===== config.mk =====
export PLATFORM = sky130hd
export DESIGN_NAME = evt_timer_chan
export DESIGN_NICKNAME = d
export VERILOG_FILES = /design/src/rtl/evt_timer_pkg.sv /design/src/rtl/evt_timer_regs.sv /design/src/rtl/evt_timer_ctrl.sv /design/src/rtl/evt_timer_chan.sv
export SDC_FILE = /design/constraint.sdc
export NUM_CORES = 1
export LEC_CHECK = 0
export BUFFER_PORTS_ARGS = -buffer_cell sky130_fd_sc_hd__buf_2
export CAP_MARGIN = 20
export CELL_PAD_IN_SITES_DETAIL_PLACEMENT = 0
export CELL_PAD_IN_SITES_GLOBAL_PLACEMENT = 1
export CORE_ASPECT_RATIO = 0.75
export CORE_MARGIN = 4
export CORE_UTILIZATION = 45
export CTS_CLUSTER_SIZE = 28
export DETAILED_ROUTE_END_ITERATION = 12
export PLACE_DENSITY = 0.82
export RECOVER_POWER = 100
export REMOVE_ABC_BUFFERS = 1
export SYNTH_ARGS = -nofsm -noshare
export SYNTH_HDL_FRONTEND = slang
export SYNTH_SLANG_ARGS = --single-unit

===== constraint.sdc =====
create_clock -name clk_i -period 5.1 [get_ports clk_i]
set_input_delay 1.53 -clock clk_i [delete_from_list [all_inputs] [get_ports clk_i]]
set_output_delay 1.53 -clock clk_i [all_outputs]
set_load 0.02 [all_outputs]

===== src/rtl/evt_timer_pkg.sv =====
package evt_timer_pkg;
  typedef enum logic [1:0] {
    WA_CFG_LO = 2'd0,
    WA_CFG_HI = 2'd1,
    WA_CMP_LO = 2'd2,
    WA_CMP_HI = 2'd3
  } word_addr_e;

  localparam int unsigned CB_EN   = 0;
  localparam int unsigned CB_PER  = 1;
  localparam int unsigned CB_SETV = 2;
  localparam int unsigned CB_NAR  = 3;
  localparam int unsigned CB_PCAP = 4;
  localparam int unsigned CB_SCAP = 5;
endpackage


===== src/rtl/evt_timer_regs.sv =====
module evt_timer_regs
  import evt_timer_pkg::*;
#(
  parameter int unsigned CNT_W = 64,
  localparam int unsigned DW = CNT_W / 2,
  parameter logic [DW-1:0] ROUTE_CAP = '0
) (
  input  logic             clk_i,
  input  logic             rst_ni,
  input  logic             glb_en_i,
  input  logic             we_i,
  input  logic [1:0]       addr_i,
  input  logic [DW-1:0]    wdata_i,
  input  logic             adv_i,
  output logic [DW-1:0]    rdata_o,
  output logic             en_o,
  output logic             per_o,
  output logic             nar_o,
  output logic [CNT_W-1:0] cmp_o,
  output logic             prd_zero_o,
  output logic             arm_req_o
);
  logic             en_q, per_q, setv_q, nar_q, arm_req_q;
  logic [CNT_W-1:0] cmp_q, prd_q;
  logic [DW-1:0]    cmp_lo_sum;
  logic             cmp_wr;

  assign cmp_lo_sum = cmp_q[DW-1:0] + prd_q[DW-1:0];
  assign cmp_wr     = ~per_q | setv_q;

  always_ff @(posedge clk_i or negedge rst_ni) begin
    if (!rst_ni) begin
      en_q      <= 1'b0;
      per_q     <= 1'b0;
      setv_q    <= 1'b0;
      nar_q     <= 1'b0;
      arm_req_q <= 1'b0;
      cmp_q     <= '1;
      prd_q     <= '0;
    end else begin
      arm_req_q <= 1'b0;
      if (adv_i) cmp_q <= nar_q ? {{DW{1'b0}}, cmp_lo_sum} : cmp_q + prd_q;
      // register writes take priority over the advance
      if (we_i) begin
        unique case (word_addr_e'(addr_i))
          WA_CFG_LO: begin
            en_q   <= wdata_i[CB_EN];
            per_q  <= wdata_i[CB_PER];
            setv_q <= wdata_i[CB_SETV];
            nar_q  <= wdata_i[CB_NAR];
            if (wdata_i[CB_NAR]) begin
              cmp_q[CNT_W-1:DW] <= '0;
              prd_q[CNT_W-1:DW] <= '0;
            end
            arm_req_q <= glb_en_i & wdata_i[CB_EN] & ~en_q;
          end
          WA_CMP_LO: begin
            if (cmp_wr) cmp_q[DW-1:0] <= wdata_i;
            if (per_q) prd_q[DW-1:0] <= nar_q ? {1'b0, wdata_i[DW-2:0]} : wdata_i;
            setv_q    <= 1'b0;
            arm_req_q <= glb_en_i & en_q;
          end
          WA_CMP_HI: begin
            if (!nar_q) begin
              if (cmp_wr) cmp_q[CNT_W-1:DW] <= wdata_i;
              if (per_q) prd_q[CNT_W-1:DW] <= {1'b0, wdata_i[DW-2:0]};
            end
            setv_q    <= 1'b0;
            arm_req_q <= glb_en_i & en_q;
          end
          default: ;
        endcase
      end
    end
  end

  always_comb begin
    rdata_o = '0;
    unique case (word_addr_e'(addr_i))
      WA_CFG_LO: begin
        rdata_o[CB_EN]   = en_q;
        rdata_o[CB_PER]  = per_q;
        rdata_o[CB_SETV] = setv_q;
        rdata_o[CB_NAR]  = nar_q;
        rdata_o[CB_PCAP] = 1'b1;
        rdata_o[CB_SCAP] = 1'b1;
      end
      WA_CFG_HI: rdata_o = ROUTE_CAP;
      WA_CMP_LO: rdata_o = cmp_q[DW-1:0];
      WA_CMP_HI: rdata_o = cmp_q[CNT_W-1:DW];
      default:   rdata_o = '0;
    endcase
  end

  assign en_o       = en_q;
  assign per_o      = per_q;
  assign nar_o      = nar_q;
  assign cmp_o      = cmp_q;
  assign prd_zero_o = (prd_q == '0);
  assign arm_req_o  = arm_req_q;

  AST_SETV_SELFCLR: assert property (@(posedge clk_i) disable iff (!rst_ni)
    we_i && (addr_i == WA_CMP_LO || addr_i == WA_CMP_HI) |=> !setv_q);
  AST_NAR_TRUNC: assert property (@(posedge clk_i) disable iff (!rst_ni)
    we_i && addr_i == WA_CFG_LO && wdata_i[CB_NAR]
      |=> cmp_q[CNT_W-1:DW] == '0 && prd_q[CNT_W-1:DW] == '0);
  AST_PRD_TOP_CLR: assert property (@(posedge clk_i) disable iff (!rst_ni)
    !prd_q[CNT_W-1]);
  AST_ADV_PERIODIC: assert property (@(posedge clk_i) disable iff (!rst_ni)
    adv_i |-> per_q);
endmodule


===== src/rtl/evt_timer_ctrl.sv =====
module evt_timer_ctrl #(
  parameter int unsigned CNT_W = 64,
  localparam int unsigned DW = CNT_W / 2
) (
  input  logic             clk_i,
  input  logic             rst_ni,
  input  logic [CNT_W-1:0] cnt_i,
  input  logic             tick_i,
  input  logic             glb_en_i,
  input  logic             en_i,
  input  logic             per_i,
  input  logic             nar_i,
  input  logic             prd_zero_i,
  input  logic [CNT_W-1:0] cmp_i,
  input  logic             arm_req_i,
  output logic             adv_o,
  output logic             irq_o
);
  logic             armed_q, wrap_q, glb_q, irq_q;
  logic [DW-1:0]    cnt_lo, cmp_lo, d32, fdist;
  logic [CNT_W-1:0] d64;
  logic             hit, behind, live, reload, arm, wrap_set;
  logic             wrap_hit, hit_ev, fire_rel, fire_one, catch_up, irq_d;

  assign cnt_lo = cnt_i[DW-1:0];
  assign cmp_lo = cmp_i[DW-1:0];
  assign d32    = cmp_lo - cnt_lo;
  assign d64    = cmp_i - cnt_i;
  assign hit    = nar_i ? (cnt_lo == cmp_lo) : (cnt_i == cmp_i);
  assign behind = nar_i ? d32[DW-1] : d64[CNT_W-1];
  assign live   = en_i & glb_en_i;
  assign reload = per_i & ~prd_zero_i;
  assign arm    = live & (arm_req_i | (~glb_q & ~(&cmp_i)));

  // distance to match, at least one tick; wrap if rollover comes first
  assign fdist    = (d32[DW-1] || d32 == '0) ? DW'(1) : d32;
  assign wrap_set = nar_i & ~per_i & ((~cnt_lo) < fdist);

  assign wrap_hit = armed_q & wrap_q & tick_i & (&cnt_lo);
  assign hit_ev   = armed_q & tick_i & hit;
  assign fire_rel = hit_ev & reload;
  assign fire_one = hit_ev & ~reload & ~wrap_q;
  assign catch_up = armed_q & reload & behind;
  assign adv_o    = live & ~arm & (fire_rel | catch_up);
  assign irq_d    = live & ~arm & (wrap_hit | fire_rel | fire_one);

  always_ff @(posedge clk_i or negedge rst_ni) begin
    if (!rst_ni) begin
      armed_q <= 1'b0;
      wrap_q  <= 1'b0;
      glb_q   <= 1'b0;
      irq_q   <= 1'b0;
    end else begin
      glb_q <= glb_en_i;
      irq_q <= irq_d;
      if (!live) begin
        armed_q <= 1'b0;
        wrap_q  <= 1'b0;
      end else if (arm) begin
        armed_q <= 1'b1;
        wrap_q  <= wrap_set;
      end else begin
        if (wrap_hit) wrap_q <= 1'b0;
        if (fire_one) armed_q <= 1'b0;
      end
    end
  end

  assign irq_o = irq_q;

  AST_IRQ_LIVE: assert property (@(posedge clk_i) disable iff (!rst_ni)
    irq_o |-> $past(glb_en_i && en_i));
  AST_WRAP_MODE: assert property (@(posedge clk_i) disable iff (!rst_ni)
    $rose(wrap_q) |-> $past(nar_i && !per_i));
  AST_ONESHOT_DISARM: assert property (@(posedge clk_i) disable iff (!rst_ni)
    irq_o && !$past(per_i) && !$past(wrap_q) |-> !armed_q);
  AST_IRQ_PULSE: assert property (@(posedge clk_i) disable iff (!rst_ni)
    irq_o && !$past(per_i) |=> !irq_o || $past(wrap_q));
endmodule


===== src/rtl/evt_timer_chan.sv =====
module evt_timer_chan #(
  parameter int unsigned CNT_W = 64,
  localparam int unsigned DW = CNT_W / 2,
  parameter logic [DW-1:0] ROUTE_CAP = DW'(32'h0000_0A0C)
) (
  input  logic             clk_i,
  input  logic             rst_ni,
  input  logic [CNT_W-1:0] cnt_i,
  input  logic             cnt_tick_i,
  input  logic             glb_en_i,
  input  logic             reg_we_i,
  input  logic [1:0]       reg_addr_i,
  input  logic [DW-1:0]    reg_wdata_i,
  output logic [DW-1:0]    reg_rdata_o,
  output logic             irq_o
);
  logic             en, per, nar, prd_zero, arm_req, adv;
  logic [CNT_W-1:0] cmp;

  evt_timer_regs #(.CNT_W(CNT_W), .ROUTE_CAP(ROUTE_CAP)) u_regs (
    .clk_i      (clk_i),
    .rst_ni     (rst_ni),
    .glb_en_i   (glb_en_i),
    .we_i       (reg_we_i),
    .addr_i     (reg_addr_i),
    .wdata_i    (reg_wdata_i),
    .adv_i      (adv),
    .rdata_o    (reg_rdata_o),
    .en_o       (en),
    .per_o      (per),
    .nar_o      (nar),
    .cmp_o      (cmp),
    .prd_zero_o (prd_zero),
    .arm_req_o  (arm_req)
  );

  evt_timer_ctrl #(.CNT_W(CNT_W)) u_ctrl (
    .clk_i      (clk_i),
    .rst_ni     (rst_ni),
    .cnt_i      (cnt_i),
    .tick_i     (cnt_tick_i),
    .glb_en_i   (glb_en_i),
    .en_i       (en),
    .per_i      (per),
    .nar_i      (nar),
    .prd_zero_i (prd_zero),
    .cmp_i      (cmp),
    .arm_req_i  (arm_req),
    .adv_o      (adv),
    .irq_o      (irq_o)
  );
endmodule


# Yosys cells after proc, flatten, opt, wreduce, memory -nomap -nowiden
# Index checks and enable logic that the tools add are counted.
# word_totals
elab_cells	103
mem_bits_rw	0
out_inout_bits	33
mem_count	0
rom_bits	0
in_bits	103
ff_bits	137
latchBits	0
# op_classes
order_cmp	1
add_sub_neg	4
bitwise	35
eq_ne	10
n_reduce_logical	13
shifts	0
mux	28
n_div	0
n_mul	0
# op_table
op	count
$mux W32	10
$mux W64	3
$pmux W32 S2	2
$pmux W26 S3	1
$add A64 B64 Y64	1
$eq A64 B64 Y1	1
$logic_not A64 Y1	1
$reduce_and A64 Y1	1
$sub A64 B64 Y64	1
$add A32 B32 Y32	1
$eq A32 B32 Y1	1
$logic_not A32 Y1	1
$lt A32 B32 Y1	1
$not A32 Y32	1
$reduce_and A32 Y1	1
$sub A32 B32 Y32	1
$pmux W6 S4	1
$and A1 B1 Y1	21
$mux W1	9
$not A1 Y1	8
$ne A3 B3 Y1 const B	2
$or A1 B1 Y1	5
$reduce_and A5 Y1	1
$eq A2 B2 Y1 const B	2
10 further kinds	14

# Longest topological paths before layout
# depth
ltp_word	13
depth_mapped	23
ltp_nobuf	23

# Modules after synthesis
# Synthesis repeated with hierarchy kept, for this count alone.
# unflattened
cells_unflattened	1890
area_unflattened_um2	14742.9
# modules_own_cells
mod	area_per_inst_um2	seq_area_each_um2	cells_each	instances
evt_timer_regs	10314.9	3383.2	1248	1
evt_timer_ctrl	4428.0	100.1	642	1

# Least setup slack after synthesis
# No wires, ideal clock.
# synth_path
path_kind	input to register
startpoint	input port cnt_i[8]
endpoint	register u_ctrl.wrap_q
arrival_ns	5.560
path_buffers	2
path_slack_ns	-0.570
setup_time_ns	0.110
path_stages	22
required_time_ns	4.990
cell_sequence	inv_1 ha_1 buf_2 a21o_1 a22o_1 nor3_2 a211oi_1 o31ai_2 xor2_1 clkbuf_1 nand2_1 ha_1 a21o_1 a21o_1 a21o_1 a21o_1 a21o_1 a21o_1 a21oi_1 o31a_1 o2111ai_1 o41ai_1
# synth_via
elab_chain_cells	8
elab_cells_between_ends	12
classes_between	1 x add/sub; 1 x order compare; 1 x eq/ne; 3 x mux; 3 x bitwise; 3 x reduce/logical
# synth_rtl
item	line	rtl
from (decl)	evt_timer_chan.sv:8	input logic [CNT_W-1:0] cnt_i,
$sub A32 B32 Y32	evt_timer_ctrl.sv:27	assign d32 = cmp_lo - cnt_lo;
$logic_not A32 Y1	evt_timer_ctrl.sv:36	assign fdist = (d32[DW-1] || d32 == '0) ? DW'(1) : d32;
$logic_or A1 B1 Y1	evt_timer_ctrl.sv:36	
$mux W32	evt_timer_ctrl.sv:36	
$lt A32 B32 Y1	evt_timer_ctrl.sv:37	assign wrap_set = nar_i & ~per_i & ((~cnt_lo) < fdist);
$and A1 B1 Y1	evt_timer_ctrl.sv:37	
$mux W1	evt_timer_ctrl.sv:59	end else if (arm) begin
$mux W1	evt_timer_ctrl.sv:56	if (!live) begin
to (signal assigned)	evt_timer_ctrl.sv:61	wrap_q <= wrap_set;
to (decl)	evt_timer_ctrl.sv:19	logic armed_q, wrap_q, glb_q, irq_q;
# Parallel ways exist; a longest one is shown, timed or not.
# A chain may end at the register's enable or synchronous reset.

# Final worst setup path
# layout_path
startpoint	input port cnt_i[7]
endpoint	register u_ctrl.wrap_q
# The elaborated chain is that of the path after synthesis.

==> impl_results.md <==
* Status: finished, violations left
* Failing checks: max-capacitance violations, max-slew violations, negative setup slack
* Placed cell area at between 15000 and 20000 sq um
* Vias per cell at about 6.4
* Detail Placement HPWL at between 40000 and 50000 um
* Root buffer cell: clkbuf_16
* Pwr Density at around 470 nW/um^2
* Max FFs per register at 64
* Placer Congestion at about 1
* Fin Clk Skew at between 0.01 and 0.015 ns
* Post-Synth XOR/XNOR Area at between 5 and 6%
* GRT Resource Usage Total at 33.6%
* Main combinational cell family by area after synthesis: compound AO/OA/AOI/OAI gates
* Adder-Cell Fraction of Synth Area at 14.6%
* Reg area at ~3500 sq um
* Initial Utilization at 46.1%
* Syn_area_per_cell at a little over 8 sq um
* Setup CP Type: in -> reg
* Syn-to-layout area delta at 28.1%
* Crit end category: register
* Max stage delay cell, worst path: a21oi_1
* Critical path launch point type: input pin
* CP dominant cell by count: a21o_1
* Final setup fails at 1
* Row count at between 50 and 60
* PortBufs at about 140
* Worst rel slew slack at -75.0%
* Clock Latency Late Sink at 0.45 ns
* Warnings, synthesis at 0
* CTS H-tree lvls at 4
* Final Cell Area at about 18000 sq um
* Synth Area in Simple Gates at between 15 and 20%
* Overall Power at roughly 8.5 mW
* Detailed Route Iter0 Violations at about 1800
* Hold Path Class: reg -> reg
* Nets at between 2000 and 2500
* P_leak at 8.62 nW
* EDFF count, synth at 0
* DR pass1 iterations at 5
* Final worst setup slack at -0.0288 ns
* Post-place setup slack at -0.895 ns
* Antenna violations before repair at 3
* Die area at 34100 sq um
* Clock Path Buffers at 2
* Clock-pin transition on the worst setup and hold timing paths at approximately 0.07 ns
* Core footprint at 30500 sq um
* Yosys cell types at 79
* Crit-path cells: buf_2 -> inv_2 -> ha_4 -> buf_4 -> o21ai_0 -> a21oi_1 -> o21ai_1 -> o41ai_1 -> buf_4 -> xor2_2 -> nand2_1 -> ha_1 -> a21o_1 -> a21o_1 -> a21o_1 -> a21o_1 -> a21o_1 -> a21o_1 -> a21oi_2 -> o31a_1 -> o2111ai_2 -> o221a_2 -> o41ai_2
* Post-synth ARST share at 100%
* Largest net degree at the start of global routing at 97
* # fillers at between 2000 and 3000
* Post-synthesis mux area share at 4.15%
* DR vias at 15700
* VDD IR max at 0.255 mV
* Final Max Slew Viols at around 130
* Max Freq at a little under 200 MHz
* Gate Count Post-Synth at 1730
* Via count of the first global-routing pass at 14500
* Number of synthesized register bits at about 140
* Final Hold Fails at 0
* Post-DRT Antenna Nets at 0
* Worst-margin pin slew at between 2 and 3 ns
* First-pass GRT wire length at about 88000 um
* Final min period at about 5.1 ns
* Critical path arrival at ~5.5 ns
* Fin crit share at 101%
* Most used DFF post-synth: dfrtp_1
* Routed WL per cell at around 24 um
* Area of the multi-input gates at around 11000 sq um
* Sequential fraction of the synthesis area at 24.8%
* Critical Path RT at approximately 5.5 ns
* Num CTS Buffers at 17
* Wirelength, routed at between 50000 and 60000 um
* Top cells by area, synth: ha_1 14%, dfrtp_1 13%, dfstp_2 12%
* Top-area cell type share of the netlist area at about 14%
* Die X at around 210 um
* Die Height at approximately 160 um
* RSZ-0062 raised after global routing: yes
* Total gr overflow at 0
* Compound-Gate Fraction of Synth Area at roughly 29%
* Max FO, Critical Path at 6
* TritonCTS clock tree: done
* Clock sinks at 136
* I/O Pins at 136
* Residual DRC count at 0
* Synth area leader: ha_1
* Peak per-stage delay on the critical path at approximately 0.37 ns
* Ratio of cells with drive above 1 in the final layout at between 20% and 30%
* Max-cap violations at 2
* Cell Area, Synth at approximately 14000 sq um
-- cell usage in the layout (no fill, tap or decap), types with 16 or more instances in the layout --
master	netlist	final
buf_4	4	227
nand2_1	159	158
a21oi_1	172	155
ha_1	161	136
buf_2	11	126
nor2_1	130	125
o21ai_0	97	89
inv_1	95	82
a21o_1	75	74
dfrtp_1	72	72
dfstp_2	64	64
nand4_1	55	55
xnor2_1	48	45
a22oi_1	35	35
nand3_1	36	34
mux2_2	34	34
a22o_1	33	33
xor2_1	34	31
nor4_1	30	27
nor3_1	23	22
ha_4	0	22
o21a_1	21	21
mux2i_1	20	20
a31oi_1	22	18
clkbuf_16	0	17
and3_1	17	16
-- Yosys cell counts (20+ instances only) --
cell and instances:
xor2_1 34, dfstp_2 64, nor4_1 30, xnor2_1 48, a22o_1 33, mux2i_1 20, a22oi_1 35, nand2_1 159
nor3_1 23, ha_1 161, inv_1 95, o21a_1 21, nand3_1 36, a31oi_1 22, o21ai_0 97, nand4_1 55
a21oi_1 172, dfrtp_1 72, nor2_1 130, mux2_2 34, a21o_1 75, clkbuf_1 62
-- stage by stage --
stage	TNS, ns	utilization (%)	cells	hold WS [ns]
2_1_floorplan	-176.19	-	1648	0.477
3_3_place_gp	-0.669	54.3	2389	0.520
3_5_place_dp	-0.895	54.4	2390	0.516
4_1_cts	0	57.7	2436	0.534
5_1_grt	-0.165	59.0	2459	0.552
6_report	-0.0288	59.0	2459	0.534
-- logic make-up after synthesis --
kind of cell / after synthesis
mux: 54
simple gates: 519
compound gates: 598
fa+ha+maj: 163
xor+xnor: 82
buf+inv: 177
other cells: 1
flops: 136
-- area by class of cell --
| type | count | share of cell area (%) |
|---|---|---|
| diodes | 3 | 0.0417 |
| clock buffers | 21 | 2.45 |
| clock inverters | 10 | 0.459 |
| inverters | 95 | 2.00 |
| multi-input cells | 1417 | 58.4 |
| flip-flops and latches | 136 | 19.4 |
| well taps | 399 | 2.78 |
| repair buffers | 378 | 14.5 |
-- layer usage --
layer / vias up / GRT usage, % / share of wire (%)
met5: - / 0 / 0
met2: 823 / 45.5 / 39
met1: 7615 / 52.0 / 46
li1: 7140 / - / -
met4: 0 / 9.48 / 2.8
met3: 107 / 8.58 / 12
-- path summary, 6_finish.rpt --
check                                  from          endpoint  slack [ns]  cells after the start
max                                cnt_i[7]     u_ctrl.wrap_q       -0.03                     23
min                        u_regs.prd_q[56]  u_regs.prd_q[56]        0.53                      1
max reg2reg                 u_regs.cmp_o[0]     u_ctrl.wrap_q        0.53                     23
min reg2reg                u_regs.prd_q[56]  u_regs.prd_q[56]        0.53                      1
max in group asynchronous            rst_ni  u_regs.prd_q[30]        1.13                      2
min in group asynchronous            rst_ni  u_regs.prd_q[17]        1.86                      1
-- power breakdown --
group          total [mW]  internal, mW  switching (mW)  leakage (nW)
Sequential           1.90          1.43           0.473          1.59
Clock                1.17         0.660           0.506         0.252
Combinational        5.40          2.47            2.93          6.78
-- worst max-delay path: cells and delay by family --
family,cells,cell delay [ns]
buf+inv,4,0.48
compound gates,15,2.75
simple gates,1,0.09
fa+ha+maj,2,0.45
xor+xnor,1,0.16
-- what timing repair did --
item	4_1_cts	5_1_grt
gates resized for setup	68	58
setup buffers	15	21
setup endpoints to repair	1	1
cloned	0	0
pin swaps	48	38
hold endpoints to repair	0	0
hold buffers	0	0
Note: power is estimated with default switching activity, not from simulation.
